--- src/rtl/pmr_pkg.sv ---
package pmr_pkg;

  typedef enum logic [2:0] {
    RT_NONE   = 3'd0,
    RT_RAM_RD = 3'd1,
    RT_RAM_WR = 3'd2,
    RT_IO_RD  = 3'd3,
    RT_IO_WR  = 3'd4
  } rt_kind_e;

endpackage

--- src/rtl/pmr_map_table.sv ---
module pmr_map_table #(
  parameter int PAGE_W = 8
) (
  input  logic              clk,
  input  logic              rst,
  input  logic              cfg_we,
  input  logic [PAGE_W-1:0] cfg_page,
  input  logic              cfg_valid,
  input  logic [PAGE_W-1:0] cfg_target,
  input  logic [PAGE_W-1:0] lk_page,
  output logic              lk_hit,
  output logic [PAGE_W-1:0] lk_target
);
  localparam int N_PAGES = 1 << PAGE_W;

  // Targets: no reset, so the storage maps onto RAM primitives.
  logic [PAGE_W-1:0] tgt_mem [N_PAGES];
  // Valid bits: flops, so that reset invalidates every page at once.
  logic [N_PAGES-1:0] vld_q;

  always_ff @(posedge clk) begin
    if (cfg_we) tgt_mem[cfg_page] <= cfg_target;
  end

  always_ff @(posedge clk) begin
    if (rst) vld_q <= '0;
    else if (cfg_we) vld_q[cfg_page] <= cfg_valid;
  end

  // Asynchronous read: a same-cycle config write is seen only next cycle.
  assign lk_hit    = vld_q[lk_page];
  assign lk_target = tgt_mem[lk_page];

endmodule

--- src/rtl/pmr_dirty_map.sv ---
module pmr_dirty_map #(
  parameter int PAGE_W = 8
) (
  input  logic                     clk,
  input  logic                     rst,
  input  logic                     set_en,
  input  logic [PAGE_W-1:0]        set_idx,
  input  logic                     clr,
  output logic [(1<<PAGE_W)-1:0]   bits
);
  localparam int N_PAGES = 1 << PAGE_W;

  logic [N_PAGES-1:0] bits_q, bits_d;

  always_comb begin
    bits_d = clr ? '0 : bits_q;
    if (set_en) bits_d[set_idx] = 1'b1;   // set beats clear
  end

  always_ff @(posedge clk) begin
    if (rst) bits_q <= '0;
    else     bits_q <= bits_d;
  end

  assign bits = bits_q;

endmodule

--- src/rtl/pmr_route.sv ---
module pmr_route
  import pmr_pkg::*;
#(
  parameter int          ADDR_W   = 16,
  parameter int          OFF_W    = 8,
  parameter int          IO_TAG_W = 4,
  parameter int unsigned IO_TAG   = 12,
  parameter int          SLOT_W   = 8
) (
  input  logic [ADDR_W-1:0]        cpu_addr,
  input  logic                     cpu_rd,
  input  logic                     cpu_wr,
  input  logic                     map_hit,
  input  logic [ADDR_W-OFF_W-1:0]  map_target,
  output rt_kind_e                 kind,
  output logic [ADDR_W-1:0]        phys_addr,
  output logic [SLOT_W-1:0]        slot
);
  localparam int SLOT_LSB = ADDR_W - IO_TAG_W - SLOT_W;
  localparam logic [IO_TAG_W-1:0] IO_TAG_V = IO_TAG[IO_TAG_W-1:0];

  logic in_io;

  always_comb begin
    in_io     = (cpu_addr[ADDR_W-1 -: IO_TAG_W] == IO_TAG_V);
    slot      = cpu_addr[SLOT_LSB +: SLOT_W];
    phys_addr = cpu_addr;
    kind      = RT_NONE;
    if (cpu_wr) begin
      if (map_hit) begin
        kind      = RT_RAM_WR;
        phys_addr = {map_target, cpu_addr[OFF_W-1:0]};
      end else if (in_io) begin
        kind = RT_IO_WR;
      end
      // otherwise the write is discarded (read-only page)
    end else if (cpu_rd) begin
      kind = in_io ? RT_IO_RD : RT_RAM_RD;
    end
  end

endmodule

--- src/rtl/pmr_rdata_mux.sv ---
module pmr_rdata_mux #(
  parameter int DATA_W = 8
) (
  input  logic              clk,
  input  logic              rst,
  input  logic              ram_sel,
  input  logic              io_sel,
  input  logic [DATA_W-1:0] ram_rdata,
  input  logic [DATA_W-1:0] io_rdata,
  output logic [DATA_W-1:0] rdata,
  output logic              rvalid
);
  always_ff @(posedge clk) begin
    if (rst) begin
      rdata  <= '0;
      rvalid <= 1'b0;
    end else begin
      rvalid <= ram_sel | io_sel;
      if (ram_sel)     rdata <= ram_rdata;
      else if (io_sel) rdata <= io_rdata;
    end
  end

endmodule

--- src/rtl/pmr_router.sv ---
module pmr_router
  import pmr_pkg::*;
#(
  parameter int          ADDR_W   = 16,
  parameter int          DATA_W   = 8,
  parameter int          OFF_W    = 8,
  parameter int          IO_TAG_W = 4,
  parameter int unsigned IO_TAG   = 12,
  parameter int          SLOT_W   = 8,
  localparam int         PAGE_W   = ADDR_W - OFF_W,
  localparam int         N_PAGES  = 1 << PAGE_W
) (
  input  logic               clk,
  input  logic               rst,
  input  logic [ADDR_W-1:0]  cpu_addr,
  input  logic [DATA_W-1:0]  cpu_wdata,
  input  logic               cpu_rd,
  input  logic               cpu_wr,
  output logic [DATA_W-1:0]  cpu_rdata,
  output logic               cpu_rvalid,
  input  logic               cfg_we,
  input  logic [PAGE_W-1:0]  cfg_page,
  input  logic               cfg_valid,
  input  logic [PAGE_W-1:0]  cfg_target,
  output logic               ram_re,
  output logic               ram_we,
  output logic [ADDR_W-1:0]  ram_addr,
  output logic [DATA_W-1:0]  ram_wdata,
  input  logic [DATA_W-1:0]  ram_rdata,
  output logic               io_stb,
  output logic               io_rd,
  output logic               io_wr,
  output logic [SLOT_W-1:0]  io_slot,
  output logic [DATA_W-1:0]  io_wdata,
  input  logic [DATA_W-1:0]  io_rdata,
  input  logic               dirty_clr,
  output logic [N_PAGES-1:0] dirty
);
  logic [PAGE_W-1:0] src_page;
  logic              map_hit;
  logic [PAGE_W-1:0] map_target;
  rt_kind_e          kind;
  logic [ADDR_W-1:0] phys_addr;
  logic [SLOT_W-1:0] slot;

  assign src_page = cpu_addr[ADDR_W-1 -: PAGE_W];

  pmr_map_table #(.PAGE_W(PAGE_W)) u_map (
    .clk       (clk),
    .rst       (rst),
    .cfg_we    (cfg_we),
    .cfg_page  (cfg_page),
    .cfg_valid (cfg_valid),
    .cfg_target(cfg_target),
    .lk_page   (src_page),
    .lk_hit    (map_hit),
    .lk_target (map_target)
  );

  pmr_dirty_map #(.PAGE_W(PAGE_W)) u_dirty (
    .clk    (clk),
    .rst    (rst),
    .set_en (cpu_wr),
    .set_idx(src_page),
    .clr    (dirty_clr),
    .bits   (dirty)
  );

  pmr_route #(
    .ADDR_W  (ADDR_W),
    .OFF_W   (OFF_W),
    .IO_TAG_W(IO_TAG_W),
    .IO_TAG  (IO_TAG),
    .SLOT_W  (SLOT_W)
  ) u_route (
    .cpu_addr  (cpu_addr),
    .cpu_rd    (cpu_rd),
    .cpu_wr    (cpu_wr),
    .map_hit   (map_hit),
    .map_target(map_target),
    .kind      (kind),
    .phys_addr (phys_addr),
    .slot      (slot)
  );

  // Registered port stage
  always_ff @(posedge clk) begin
    if (rst) begin
      ram_re    <= 1'b0;
      ram_we    <= 1'b0;
      ram_addr  <= '0;
      ram_wdata <= '0;
      io_stb    <= 1'b0;
      io_rd     <= 1'b0;
      io_wr     <= 1'b0;
      io_slot   <= '0;
      io_wdata  <= '0;
    end else begin
      ram_re    <= (kind == RT_RAM_RD);
      ram_we    <= (kind == RT_RAM_WR);
      ram_addr  <= phys_addr;
      ram_wdata <= cpu_wdata;
      io_stb    <= (kind == RT_IO_RD) || (kind == RT_IO_WR);
      io_rd     <= (kind == RT_IO_RD);
      io_wr     <= (kind == RT_IO_WR);
      io_slot   <= slot;
      io_wdata  <= cpu_wdata;
    end
  end

  pmr_rdata_mux #(.DATA_W(DATA_W)) u_rmux (
    .clk      (clk),
    .rst      (rst),
    .ram_sel  (ram_re),
    .io_sel   (io_stb & io_rd),
    .ram_rdata(ram_rdata),
    .io_rdata (io_rdata),
    .rdata    (cpu_rdata),
    .rvalid   (cpu_rvalid)
  );

endmodule

--- config.mk ---
export PLATFORM = sky130hd
export DESIGN_NAME = pmr_router
export DESIGN_NICKNAME = d
export VERILOG_FILES = /design/src/rtl/pmr_pkg.sv /design/src/rtl/pmr_map_table.sv /design/src/rtl/pmr_dirty_map.sv /design/src/rtl/pmr_route.sv /design/src/rtl/pmr_rdata_mux.sv /design/src/rtl/pmr_router.sv
export SDC_FILE = /design/constraint.sdc
export NUM_CORES = 2
export LEC_CHECK = 0
export BUFFER_PORTS_ARGS = -buffer_cell sky130_fd_sc_hd__buf_4
export CAP_MARGIN = 20
export CORE_AREA = 2 2 480 482
export CTS_BUF_LIST = sky130_fd_sc_hd__clkbuf_8
export DETAILED_ROUTE_END_ITERATION = 8
export DIE_AREA = 0 0 482 484
export GPL_ROUTABILITY_DRIVEN = 0
export PLACE_DENSITY = 0.72
export SLEW_MARGIN = 10
export SYNTH_ARGS = -nofsm -noshare
export SYNTH_HDL_FRONTEND = slang
export SYNTH_SLANG_ARGS = --single-unit
--- constraint.sdc ---
create_clock -name clk -period 3.25 [get_ports clk]
set_input_delay 0.65 -clock clk [delete_from_list [all_inputs] [get_ports clk]]
set_output_delay 0.65 -clock clk [all_outputs]
set_load 0.02 [all_outputs]
==> metrics <==
number of nets with antenna violations after detailed routing=0; area added between synthesis and finish=19.7%; HPWL after DPL=205000 microns; H-tree Lvls=5; Leakage Power=approximately 42 nW; cell count of the worst reg-to-reg path=8; fraction of the mapped netlist area in adder cells=0; compound-gate portion of the synthesized area=0.0545; fraction of the cycle the final worst path needs=0.999; failing checks=DRC; FF+latch count, synth=2602; MaxCap Viol Count=0; XOR/XNOR Fraction of Synth Area=0; maximum resistive drop on vdd=around 0.00053 V; portion of the post-synthesis area used by sequential elements=0.710; core footprint=about 230000 sq um; cell chosen for the clock root=clkbuf_8; TritonCTS Buffers=just over 400; IO buf count=372; Remaining Overflow, GRT=0; length of the first detailed-routing pass in iterations=9; worst hold path startpoint=cfg_target[0]; Least-Margin Pin Slew=~1100 ps; synthesized area=between 100000 and 150000 sq um; Crit Path Max Fanout=1; worst endpoint data arrival time=between 4000 and 5000 ps; via count of the first global-routing pass=between 60000 and 70000; Die Area=233000 sq um; power per standard cell area=around 550 nW/um^2; via total after detailed routing=64600; destination of the worst register-to-register timing path=ram_addr[10]; launch instance of the worst register-to-register path=u_map.tgt_mem[172][2]; RSZ-0062 raised after global routing=no; area share of the leading cell type in the synthesized netlist=0.602; Routed Wire Length=between 300000 and 400000 microns; pin count of the biggest net entering global routing=123; CP Class=reg2reg; reg2reg setup slack=about 4.5 ps; initial detailed-routing violation count=between 9000 and 10000; destination of the worst hold path=u_map.tgt_mem[205][0]; startpoint class of the critical path=flop; combinational family with the most area after synthesis=multiplexers; result of the run=complete, but fails checks; CP endpoint kind=flop; final non-filler cell total=approximately 11000; path class of the lowest-slack min-delay path=in2reg; Power, Total=about 68 mW; wire length per cell after detailed routing=28.5 microns; Peak Freq=approximately 310 MHz; share of layout cells above drive strength 1=0.297; Final TNS setup=0 ps; clk sinks=approximately 2600; mux cell area share after synthesis=0.147; global router's overall resource usage=0.258; row cnt=176; post-route DRC violation count=21; basic-gate share of the synthesized area counting and, or, nand and nor cells=0.0630; max-slew violation count=0; per-cell via count in the routed design=about 6; library cells used by synthesis=69; top cells by area, synth=edfxtp_1 60%, mux4_2 12%, dfxtp_1 11%; Relative slew margins=0.214; Starting Density=0.447; number of enable-type register cells in the synthesized netlist=~2000; worst hold stages=1; global-route wire length before repair=around 440000 microns; Synth area leader=edfxtp_1; Gate Count Post-Synth=6319; placed insts=10100; Layout Nets=7545; antenna violations before repair=17; share of flip-flops with an asynchronous set or reset after synthesis=0; Yosys Warn Count=0; Hold Violations, Final=0; total setup violations reported at the end of the flow=0; post-CTS clock slew at the launch and capture registers of the worst setup and hold paths=approximately 70 ps; net count after synthesis=between 6000 and 7000; required arrival time at the worst endpoint=about 4300 ps; height of the die=approximately 480 microns; Die Span X=about 480 microns; top post-synthesis cells by count=2048 x edfxtp_1, 588 x nor2_1, 554 x dfxtp_1, 540 x a21oi_1, 531 x mux4_2; mean instance size in the synthesized netlist=16.2 sq um; clk_skew=roughly 93 ps; number of top-level design ports=approximately 370; flip-flop cell with the highest count after synthesis=edfxtp_1; worst-skew pair later-pin latency=1120 ps; Max Buffers Root-to-Sink=4; most frequent cell after synthesis=edfxtp_1; post-route minimum period=about 3200 ps; TritonCTS clock tree=yes
-- flip-flops by register name (all words and copies together), names as in the netlist, 4 cells and up --
name,count
ram_addr,16
io_slot,4
u_map.tgt_mem,2048
u_dirty.bits,256
u_map.vld_q,256
u_rmux.rdata,8
io_wdata,8
-- per-layer routing --
metal / GRT usage / share of wire / up-vias
met3: 0.0696 / 0.12 / 935
met2: 0.402 / 0.46 / 4691
met1: 0.327 / 0.35 / 32200
li1: - / - / 26700
met5: 0.000829 / 0.000091 / -
met4: 0.145 / 0.062 / 4
-- cell usage in the layout, fill, tap and decap left out, types with 14 or more instances in the layout --
cell type / instances
buf_12: 94
nor2_1: 578
mux4_2: 531
o22ai_1: 33
nand2_1: 400
inv_1: 147
nor2b_1: 291
a211oi_1: 16
clkinvlp_4: 14
nand4_1: 17
o21ai_0: 269
bufinv_16: 22
mux4_1: 19
clkbuf_8: 462
a22oi_1: 59
a21oi_1: 540
edfxtp_1: 2048
buf_4: 1080
clkinv_2: 34
mux2i_1: 243
dlygate4sd3_1: 36
dfxtp_1: 554
nand3_1: 37
a221oi_1: 15
clkinv_1: 65
-- critical path, stage by stage, from the launching register on --
cell and delay [ps]:
edfxtp_1 370, mux4_2 450, mux2i_1 240, o22ai_1 220
mux2_2 380, a2111oi_1 980, buf_4 250, a311o_1 170
nand2_1 60
-- where the power goes --
| group | internal, mW | leakage [nW] | total, mW | switching, mW |
|---|---|---|---|---|
| sequential | 35.9 | 22.9 | 36.0 | 0.0569 |
| combinational | 1.54 | 14.8 | 4.08 | 2.54 |
| clock | 14.7 | 4.65 | 27.5 | 12.8 |
-- how the worst max path moves through the flow --
| stage | startpoint | endpoint | slack, ps | cells past startpoint |
|---|---|---|---|---|
| 2_1_floorplan | cpu_addr[9] | ram_addr[11] | 120 | 11 |
| 3_3_place_gp | cpu_addr[8] | ram_addr[10] | -1310 | 10 |
| 6_report | u_map.tgt_mem[172][2] | ram_addr[10] | 5 | 8 |
| 5_1_grt | u_map.tgt_mem[63][2] | ram_addr[10] | 60 | 8 |
| 4_1_cts | u_map.vld_q[204] | ram_addr[9] | 30 | 10 |
| 3_5_place_dp | cpu_addr[8] | ram_addr[9] | -1020 | 11 |
-- logic make-up (layout without fill, tap and decap cells) --
family / after synthesis / count (layout)
mux: 804 / 804
other cells: 0 / 9
buf+inv: 482 / 1973
simple gates: 1428 / 1428
flops: 2602 / 2602
compound gates: 1003 / 1003
-- metrics by stage --
stage	instance area (sq um)	setup slack, ps	hold WS (ps)	util
floorplan	102000	118	449	-
global placement	114000	-1310	457	0.498
detailed placement	114000	-1020	464	0.498
CTS	122000	27.8	15.7	0.535
global route	122000	63.5	49.3	0.535
finish	122000	4.50	85.3	0.535
-- area by class of cell --
cell class,count,area [sq um]
sequential,2602,72600
clock inverter,285,1770
antenna,9,22.5
inverter,3,13.8
tap,3026,3790
clock buffer,460,6330
timing repair buffer,1225,10500
fill,17700,106000
multi-input combinational,3235,27300
-- repair_timing --
| item | CTS | global route |
|---|---|---|
| endpoints found under the setup margin | 9 | 8 |
| hold buffers | 36 | 0 |
| pin swaps | 1 | 0 |
| buffers inserted | 1 | 0 |
| gates resized for setup | 0 | 1 |
| endpoints found under the hold margin | 178 | 0 |
(Power assumes the default switching activity.)
